==> src/rtl/tmr_pkg.sv <==
package tmr_pkg;
  localparam int unsigned DATA_W = 32;
  localparam int unsigned ADDR_W = 3;
  localparam int unsigned PV_W   = 3;
  localparam int unsigned CTRL_W = 15;

  localparam logic [ADDR_W-1:0] A_CTRL  = 3'd0;
  localparam logic [ADDR_W-1:0] A_COUNT = 3'd1;
  localparam logic [ADDR_W-1:0] A_LOAD  = 3'd2;
  localparam logic [ADDR_W-1:0] A_RLTRG = 3'd3;
  localparam logic [ADDR_W-1:0] A_CMP   = 3'd4;

  typedef enum logic [1:0] {
    EVSEL_NONE = 2'd0,
    EVSEL_WRAP = 2'd1,
    EVSEL_BOTH = 2'd2,
    EVSEL_RSVD = 2'd3
  } evsel_e;

  typedef struct packed {
    logic            pin_in;
    logic            cap_sel;
    logic            toggle;
    evsel_e          evsel;
    logic [1:0]      cap_mode;
    logic            idle_lvl;
    logic            cmp_en;
    logic            pre_en;
    logic [PV_W-1:0] pre_exp;
    logic            auto_rl;
    logic            run;
  } ctrl_t;
endpackage

==> src/rtl/tmr_prescaler.sv <==
module tmr_prescaler #(
  parameter int unsigned EXP_W = 3
) (
  input  logic             clk,
  input  logic             rst_n,
  input  logic             run,
  input  logic             pre_en,
  input  logic [EXP_W-1:0] pre_exp,
  output logic             tick
);
  localparam int unsigned CNT_W = 2 ** EXP_W;

  logic [CNT_W-1:0] div_q, div_d;
  logic [CNT_W-1:0] term;

  // terminal count is 2^(exp+1)-1: ones in bit positions 0..exp
  always_comb begin
    for (int i = 0; i < CNT_W; i++) begin
      term[i] = (i <= int'(pre_exp));
    end
  end

  always_comb begin
    tick  = run & (~pre_en | (div_q == term));
    div_d = div_q;
    if (!(run && pre_en)) begin
      div_d = '0;
    end else if (tick) begin
      div_d = '0;
    end else begin
      div_d = div_q + 1'b1;
    end
  end

  always_ff @(posedge clk or negedge rst_n) begin
    if (!rst_n) begin
      div_q <= '0;
    end else begin
      div_q <= div_d;
    end
  end
endmodule

==> src/rtl/tmr_counter.sv <==
module tmr_counter #(
  parameter int unsigned W = 32
) (
  input  logic         clk,
  input  logic         rst_n,
  input  logic         tick,
  input  logic         wr_cnt,
  input  logic         wr_reload,
  input  logic [W-1:0] wr_data,
  input  logic [W-1:0] load_val,
  input  logic [W-1:0] cmp_val,
  input  logic         cmp_en,
  input  logic         auto_rl,
  output logic [W-1:0] cnt,
  output logic         wrap_now,
  output logic         match_now,
  output logic         ovf_evt,
  output logic         mat_evt
);
  logic [W-1:0] cnt_q, cnt_d, cnt_inc;
  logic         at_max, step;
  logic         ovf_q, mat_q;

  always_comb begin
    at_max    = &cnt_q;
    cnt_inc   = cnt_q + 1'b1;
    step      = tick & ~wr_cnt & ~wr_reload;
    wrap_now  = step & at_max;
    match_now = step & cmp_en & ~at_max & (cnt_inc == cmp_val);
    if (wr_cnt) begin
      cnt_d = wr_data;
    end else if (wr_reload) begin
      cnt_d = load_val;
    end else if (wrap_now) begin
      cnt_d = auto_rl ? load_val : '0;
    end else if (step) begin
      cnt_d = cnt_inc;
    end else begin
      cnt_d = cnt_q;
    end
  end

  always_ff @(posedge clk or negedge rst_n) begin
    if (!rst_n) begin
      cnt_q <= '0;
      ovf_q <= 1'b0;
      mat_q <= 1'b0;
    end else begin
      cnt_q <= cnt_d;
      ovf_q <= wrap_now;
      mat_q <= match_now;
    end
  end

  assign cnt     = cnt_q;
  assign ovf_evt = ovf_q;
  assign mat_evt = mat_q;
endmodule

==> src/rtl/tmr_outgen.sv <==
module tmr_outgen
  import tmr_pkg::*;
(
  input  logic   clk,
  input  logic   rst_n,
  input  logic   pin_in,
  input  logic   run,
  input  evsel_e evsel,
  input  logic   toggle,
  input  logic   idle_lvl,
  input  logic   wrap_now,
  input  logic   match_now,
  output logic   pin
);
  logic pin_q, pin_d;
  logic active, ev;

  always_comb begin
    active = run & ((evsel == EVSEL_WRAP) | (evsel == EVSEL_BOTH));
    ev     = (wrap_now & active) | (match_now & active & (evsel == EVSEL_BOTH));
    if (pin_in) begin
      pin_d = pin_q;
    end else if (!active) begin
      pin_d = idle_lvl;
    end else if (toggle) begin
      pin_d = pin_q ^ ev;
    end else begin
      pin_d = idle_lvl ^ ev;
    end
  end

  always_ff @(posedge clk or negedge rst_n) begin
    if (!rst_n) begin
      pin_q <= 1'b0;
    end else begin
      pin_q <= pin_d;
    end
  end

  assign pin = pin_q;
endmodule

==> src/rtl/cmp_timer_pwm.sv <==
module cmp_timer_pwm
  import tmr_pkg::*;
(
  input  logic              clk,
  input  logic              rst_n,
  input  logic              wr_en,
  input  logic [ADDR_W-1:0] wr_addr,
  input  logic [DATA_W-1:0] wr_data,
  input  logic [ADDR_W-1:0] rd_addr,
  output logic [DATA_W-1:0] rd_data,
  output logic              ovf_evt,
  output logic              mat_evt,
  output logic              pin_out,
  output logic              pin_oe
);
  ctrl_t             ctrl_q, ctrl_d;
  logic [DATA_W-1:0] load_q, load_d;
  logic [DATA_W-1:0] cmp_q, cmp_d;
  logic [DATA_W-1:0] cnt;
  logic              tick, wrap_now, match_now;
  logic              wr_ctrl, wr_cnt, wr_load, wr_rl, wr_cmp;

  always_comb begin
    wr_ctrl = wr_en & (wr_addr == A_CTRL);
    wr_cnt  = wr_en & (wr_addr == A_COUNT);
    wr_load = wr_en & (wr_addr == A_LOAD);
    wr_rl   = wr_en & (wr_addr == A_RLTRG);
    wr_cmp  = wr_en & (wr_addr == A_CMP);
  end

  tmr_prescaler #(.EXP_W(PV_W)) u_pre (
    .clk     (clk),
    .rst_n   (rst_n),
    .run     (ctrl_q.run),
    .pre_en  (ctrl_q.pre_en),
    .pre_exp (ctrl_q.pre_exp),
    .tick    (tick)
  );

  tmr_counter #(.W(DATA_W)) u_cnt (
    .clk       (clk),
    .rst_n     (rst_n),
    .tick      (tick),
    .wr_cnt    (wr_cnt),
    .wr_reload (wr_rl),
    .wr_data   (wr_data),
    .load_val  (load_q),
    .cmp_val   (cmp_q),
    .cmp_en    (ctrl_q.cmp_en),
    .auto_rl   (ctrl_q.auto_rl),
    .cnt       (cnt),
    .wrap_now  (wrap_now),
    .match_now (match_now),
    .ovf_evt   (ovf_evt),
    .mat_evt   (mat_evt)
  );

  tmr_outgen u_out (
    .clk       (clk),
    .rst_n     (rst_n),
    .pin_in    (ctrl_q.pin_in),
    .run       (ctrl_q.run),
    .evsel     (ctrl_q.evsel),
    .toggle    (ctrl_q.toggle),
    .idle_lvl  (ctrl_q.idle_lvl),
    .wrap_now  (wrap_now),
    .match_now (match_now),
    .pin       (pin_out)
  );

  // next state of the software-visible registers
  always_comb begin
    ctrl_d = ctrl_q;
    if (wr_ctrl) begin
      ctrl_d = ctrl_t'(wr_data[CTRL_W-1:0]);
    end else if (wrap_now && !ctrl_q.auto_rl) begin
      ctrl_d.run = 1'b0;
    end
    load_d = wr_load ? wr_data : load_q;
    cmp_d  = wr_cmp  ? wr_data : cmp_q;
  end

  always_ff @(posedge clk or negedge rst_n) begin
    if (!rst_n) begin
      ctrl_q <= '0;
      load_q <= '0;
      cmp_q  <= '0;
    end else begin
      ctrl_q <= ctrl_d;
      load_q <= load_d;
      cmp_q  <= cmp_d;
    end
  end

  always_comb begin
    case (rd_addr)
      A_CTRL:  rd_data = {{(DATA_W-CTRL_W){1'b0}}, ctrl_q};
      A_COUNT: rd_data = cnt;
      A_LOAD:  rd_data = load_q;
      A_CMP:   rd_data = cmp_q;
      default: rd_data = '0;
    endcase
  end

  assign pin_oe = ~ctrl_q.pin_in;
endmodule

==> config.mk <==
export PLATFORM = sky130hd
export DESIGN_NAME = cmp_timer_pwm
export DESIGN_NICKNAME = d
export VERILOG_FILES = /design/src/rtl/tmr_pkg.sv /design/src/rtl/tmr_prescaler.sv /design/src/rtl/tmr_counter.sv /design/src/rtl/tmr_outgen.sv /design/src/rtl/cmp_timer_pwm.sv
export SDC_FILE = /design/constraint.sdc
export NUM_CORES = 1
export LEC_CHECK = 0
export BUFFER_PORTS_ARGS = -buffer_cell sky130_fd_sc_hd__buf_2
export CAP_MARGIN = 20
export CORE_MARGIN = 1.5
export CORE_UTILIZATION = 35
export CTS_CLUSTER_DIAMETER = 60
export DETAILED_ROUTE_END_ITERATION = 10
export PLACE_DENSITY = 0.54
export SYNTH_ARGS = -nofsm -noshare
export SYNTH_HDL_FRONTEND = slang
export SYNTH_HIERARCHICAL = 1
export SYNTH_SLANG_ARGS = --single-unit
==> constraint.sdc <==
create_clock -name clk -period 3.3 [get_ports clk]
set_input_delay 0.66 -clock clk [delete_from_list [all_inputs] [get_ports clk]]
set_output_delay 0.66 -clock clk [all_outputs]
set_load 0.01 [all_outputs]
; After elaboration in Yosys (flattened, before gate mapping)
; Cells that the tools add are included.
[totals]
ff_bits = 122
inputBits = 41
out_inout_bits = 36
word_cells = 84
[classes]
add_sub_neg = 2
magnitude_cmp = 7
eq_ne = 11
n_mux = 12
n_bitwise = 26
n_reduce_logical = 8
[op_table]
columns = op, count
row1 = $mux 32, 5
row2 = $pmux 32 s4, 1
row3 = $add 32x1->32 const B, 1
row4 = $eq 32x32->1, 1
row5 = $reduce_and 32->1, 1
row6 = $and 1x1->1, 16
row7 = $mux 8, 2
row8 = $le 3x3->1 const A, 4
row9 = $eq 3x2->1 const B, 3
row10 = $add 8x1->8 const B, 1
row11 = $eq 8x8->1, 1
row12 = $eq 3x1->1 const B, 2
row13 = $eq 3x3->1 const B, 2
row14 = $le 2x3->1 const A, 2
row15 = $logic_not 3->1, 2
row16 = $not 1->1, 5
row17 = $mux 1, 4
row18 = $reduce_bool 4->1, 1
row19 = $le 1x3->1 const A, 1
row20 = $or 1x1->1, 3
row21 = $eq 2x1->1 const B, 1
row22 = $eq 2x2->1 const B, 1
row23 = $logic_and 1x1->1, 2
row24 = $reduce_bool 2->1, 1
row25 = 2 further kinds, 3

; Logic depth before layout (Yosys ltp)
[depth]
ltp_word = 15
depth_mapped = 15
ltp_nobuf = 14

; Cells and area by module
; Netlist, hierarchy kept.
[modules_own_cells]
columns = mod, instances, cells_per_inst, area_each_um2, seq_area_each_um2
row1 = cmp_timer_pwm, 1, 311, 3757.4, 1976.9
row2 = tmr_counter, 1, 426, 3298.2, 850.8
row3 = tmr_prescaler, 1, 71, 615.6, 200.2
row4 = tmr_outgen, 1, 10, 96.3, 25.0

; Least setup slack after synthesis
; OpenSTA, ideal clock, no wires.
[synth_path]
path_kind = flip-flop to flip-flop
startpoint = register ctrl_q[4] (netlist bit)
endpoint = register u_out.pin_q (netlist: u_out/pin)
setup_time_ns = 0.095
arrival_ns = 3.239
required_ns = 3.205
setup_slack_ns = -0.035
path_stages_with_launch = 15
n_path_buf = 1
period_less_slack_ns = 3.335
path_cell_list = dfrtp_1 -> buf_6 -> or4_4 -> mux2i_4 -> a41o_1 -> nor3b_1 -> o2111ai_1 -> nor3_1 -> o2111ai_1 -> a2111oi_0 -> nand4_1 -> and4b_1 -> a21oi_2 -> xnor2_1 -> o31ai_1
[synth_between]
elab_chain_cells = 15
elab_cells_between_ends = 24
classes_between = 7 x order compare / 1 x eq/ne / 2 x mux / 14 x bitwise
[synth_lines]
columns = item, line
row1 = "start, declared", cmp_timer_pwm.sv:16  ; ctrl_t ctrl_q, ctrl_d;
row2 = "start signal, assigned", cmp_timer_pwm.sv:89  ; ctrl_q <= ctrl_d;
row3 = $le 1x3->1 (tied with other cells), tmr_prescaler.sv:19  ; term[i] = (i <= int'(pre_exp));
row4 = $eq 8x8->1 *, tmr_prescaler.sv:24  ; tick = run & (~pre_en | (div_q == term));
row5 = $or 1x1->1 *, tmr_prescaler.sv:24
row6 = $and 1x1->1 *, tmr_prescaler.sv:24
row7 = net tick, cmp_timer_pwm.sv:20  ; logic tick, wrap_now, match_now;
row8 = $and 1x1->1 * (2 in series), tmr_counter.sv:27  ; step = tick & ~wr_cnt & ~wr_reload;
row9 = $and 1x1->1 * (3 in series), tmr_counter.sv:29  ; match_now = step & cmp_en & ~at_max & (cnt_inc == cmp_val);
row10 = net match_now, cmp_timer_pwm.sv:20
row11 = $and 1x1->1 * (2 in series), tmr_outgen.sv:20  ; ev = (wrap_now & active) | (match_now & active & (evsel == EVSEL_BOTH));
row12 = $or 1x1->1 *, tmr_outgen.sv:20
row13 = "$xor 1x1->1, on equally long branches", "tmr_outgen.sv:28, tmr_outgen.sv:26"
row14 = $mux 1 *, tmr_outgen.sv:25  ; end else if (toggle) begin
row15 = $mux 1 *, tmr_outgen.sv:23  ; end else if (!active) begin
row16 = "end signal, assigned", tmr_outgen.sv:36  ; pin_q <= pin_d;
row17 = "end, declared", tmr_outgen.sv:15  ; logic pin_q, pin_d;
; Mark *: on every way through the listed nets, which the timed path passes. The rest lies on a longest branch.
; A chain may end at the register's enable or synchronous reset.

; Worst setup path in the final report
[layout_path]
startpoint = register ctrl_q[3] (netlist bit)
endpoint = register u_out.pin_q (netlist: u_out/pin)
; Same word-level chain as after synthesis.

==> impl_results.md <==
* Clock Tree Buf Depth at 2
* Met3 usage at 0.03965
* Top Usage Layer GRT: met2
* FF-to-FF End: u_out/pin
* R2r worst-path depth at 13
* Clk root buf: clkbuf_16
* Total GRT Usage at 0.2185
* Final ANT Viol Nets at 0
* Outcome: completed
* Starting DRT DRC Count at 504
* Crit end category: flip-flop
* Post-synthesis cell type count at 69
* Worst Path Max Fanout at 3
* Global routing usage on met1 at 0.3081
* Max-slew violations at 0
* Startpoint types: flip-flop
* Ports at 77
* RSZ-0062 raised after global routing: yes
* WP data required at 3630 ps
* CTS tree: done
* Reg clk slew, reported paths at 60 ps
* First-pass DRT Iterations at 5
* Chip height at 152.0 µm
* Via count at 6917
* Final hold viol count at 0
* Reg2Reg Launch Point: ctrl_q[3]
* Total wire length at 25150 µm
* Nets@finish at 971
* CTS Buf Count at 17
* Setup TNS at 0 ps
* Die Area at 23090 µm²
* R2r setup slk at 90 ps
* Syn Std Cell Area at 7767 µm²
* Starting Density at 0.3559
* First-pass GRT wire length at 39620 µm
* Hpwl dp at 17240 µm
* Count leader, synth: dfrtp_1
* Layout cells sized above 1 at 0.2947
* Site Rows at 54
* CP delay by family, top: simple AND/OR/NAND/NOR gates
* Max stage delay on crit path at 550 ps
* CP Cell Sequence: or4_4, mux2i_4, a41o_1, nor3b_4, o2111ai_2, nor3_2, o2111ai_1, a2111oi_2, nand4_1, and4b_1, a21oi_2, xnor2_1, o31ai_1
* Peak Freq at 311.4 MHz
* Fill cells at 2146
* Die Span X at 152.0 µm
* Yosys warns at 6
* CP bufs+invs at 0
* Area delta synth->final at 22.99%
* Worst Skew at 7.861 ps
* Slew @ Worst Pin at 678.6 ps
* Seq/Total Area, Yosys at 0.3930
* GP Congestion at 0.8790
* Top FF cell, synth: dfrtp_1
* Final period util at 0.9731
* Clock sink count at 122
* Port Buffers at 76
* Pwr Density at 719.4 nW/µm²
* Maximum capacitance violations at 0
* Vias per inst at 5.665
* Post-synth EDFFs at 0
* Global Route met2 Usage at 0.3387
* H-tree levels at 4
* Initial antenna violation count at 0
* Critical-path top delay cell: or4_4
* Number of global-route vias before repair at 6831
* Final cell count without fillers at 1221
* Max VDD drop at 0.2681 mV
* Remaining Overflow, GRT at 0
* Top post-synthesis cells by area: dfrtp_1 39%, mux2_2 9.7%, xnor2_1 4.4%, nand3_1 4.3%, o21ai_0 3.9%
* Post-Synthesis Cells at 818
* CP arrival at 3540 ps
* Routed wire per std cell at 20.60 µm
* Worst-skew pair later-pin latency at 420 ps
* # DRC at 0
* Yosys reg bits at 122
* Placeable core region at 21820 µm²
* Synth top cells by count: 122 x dfrtp_1, 72 x nand2_1, 67 x mux2_2
* Synthesized area per cell at 9.496 µm²
* Post-Synthesis Net Count at 862
* Worst rel slew slack at 0.5476
* # setup viols final at 0
* CTS Hold Bufs at 0
* Ys async rst share at 1.000
* Top-area cell type share of the netlist area at 0.3930
* Dpl cells at 1187
* Leakage power at 4.033 nW
* Setup CP Type: reg2reg
* Hold WC Path Type: in2async
* Post-layout min period at 3211 ps
* Area leader, netlist: dfrtp_1
* Pin count of the biggest net entering global routing at 50
## state kept, by name, summed over array words and instances, names as in the netlist
signal,flops
load_q,32
u_pre/div_q,8
ctrl_q,15
u_cnt/mat_evt,1
u_cnt/cnt,32
u_out/pin,1
cmp_q,32
u_cnt/ovf_evt,1
## layer usage
metal	vias to the layer above	wire, µm
li1	3233	-
met1	3424	11900
met2	227	11510
met3	33	1298
met4	0	436
met5	-	0
## kinds of logic (layout without fill, tap and decap cells)
logic type,after synthesis,after routing,synth area share
flops,122,122,0.3930
fa+ha+maj,3,3,0.004833
compound gates,187,187,0.1548
buf+inv,71,193,0.04365
other cells,0,1,0
mux,96,96,0.1379
simple gates,276,276,0.1947
xor+xnor,63,63,0.07104
## worst max path at each step
| stage | startpoint | end | slack (ps) | cells past startpoint |
|---|---|---|---|---|
| floorplan | ctrl_q[4] | u_out/pin | 70 | 14 |
| global placement | ctrl_q[3] | u_out/pin | -6 | 13 |
| detailed placement | ctrl_q[3] | u_out/pin | -140 | 13 |
| CTS | ctrl_q[3] | u_out/pin | 10 | 13 |
| global route | ctrl_q[3] | u_out/pin | -40 | 13 |
| finish | ctrl_q[3] | u_out/pin | 90 | 13 |
## metrics by stage
step	utilization	power (mW)	instance area, µm²	hold slack (ps)	worst slack, ps
final	0.4377	6.872	9553	267.5	88.88
after global routing	0.4376	7.245	9550	308.6	-39.33
after CTS	0.4365	6.868	9525	289.8	11.61
after detailed placement	0.4051	4.700	8841	475.4	-144.8
after global placement	0.4051	4.672	8841	468.6	-5.934
after floorplan	-	3.824	7772	364.4	70.79
## timing repair
action | CTS | global route
pin swaps | 3 | 3
endpoints found under the setup margin | 1 | 1
setup buffers | 0 | 1
gates resized for setup | 3 | 4
## cell type report
type                            count  area [µm²]  area share
Tap cell                          280       350.3     0.03667
Inverter                           11       41.29    0.004322
Multi-Input combinational cell    625        4429      0.4637
Sequential cell                   122        3053      0.3196
Timing Repair Buffer              150        1005      0.1052
Clock buffer                       22       484.2     0.05069
Clock inverter                     10       187.7     0.01965
Antenna cell                        1       2.502   0.0002620
## power breakdown
part / internal (mW) / switching, mW / total (mW)
Combinational: 1.09 / 1.23 / 2.32
Sequential: 1.90 / 0.524 / 2.42
Clock: 1.42 / 0.712 / 2.13
Total: 4.41 / 2.46 / 6.87
## placed cells by master, fill, tap and decap left out, drive strengths merged, types with 10 or more instances in the layout
| cell type | count |
|---|---|
| nand2 | 72 |
| mux2i | 18 |
| a221oi | 18 |
| a31oi | 10 |
| nor4 | 12 |
| nor3 | 20 |
| o21ai | 87 |
| nor2 | 37 |
| buf | 150 |
| mux2 | 78 |
| xor2 | 24 |
| inv | 11 |
| nand4 | 15 |
| clkbuf | 22 |
| a32oi | 17 |
| dfrtp | 122 |
| xnor2 | 39 |
| a211oi | 16 |
| nand3 | 68 |
| a21oi | 12 |
| and3 | 11 |
No activity file was read; power rests on OpenSTA's default activity.
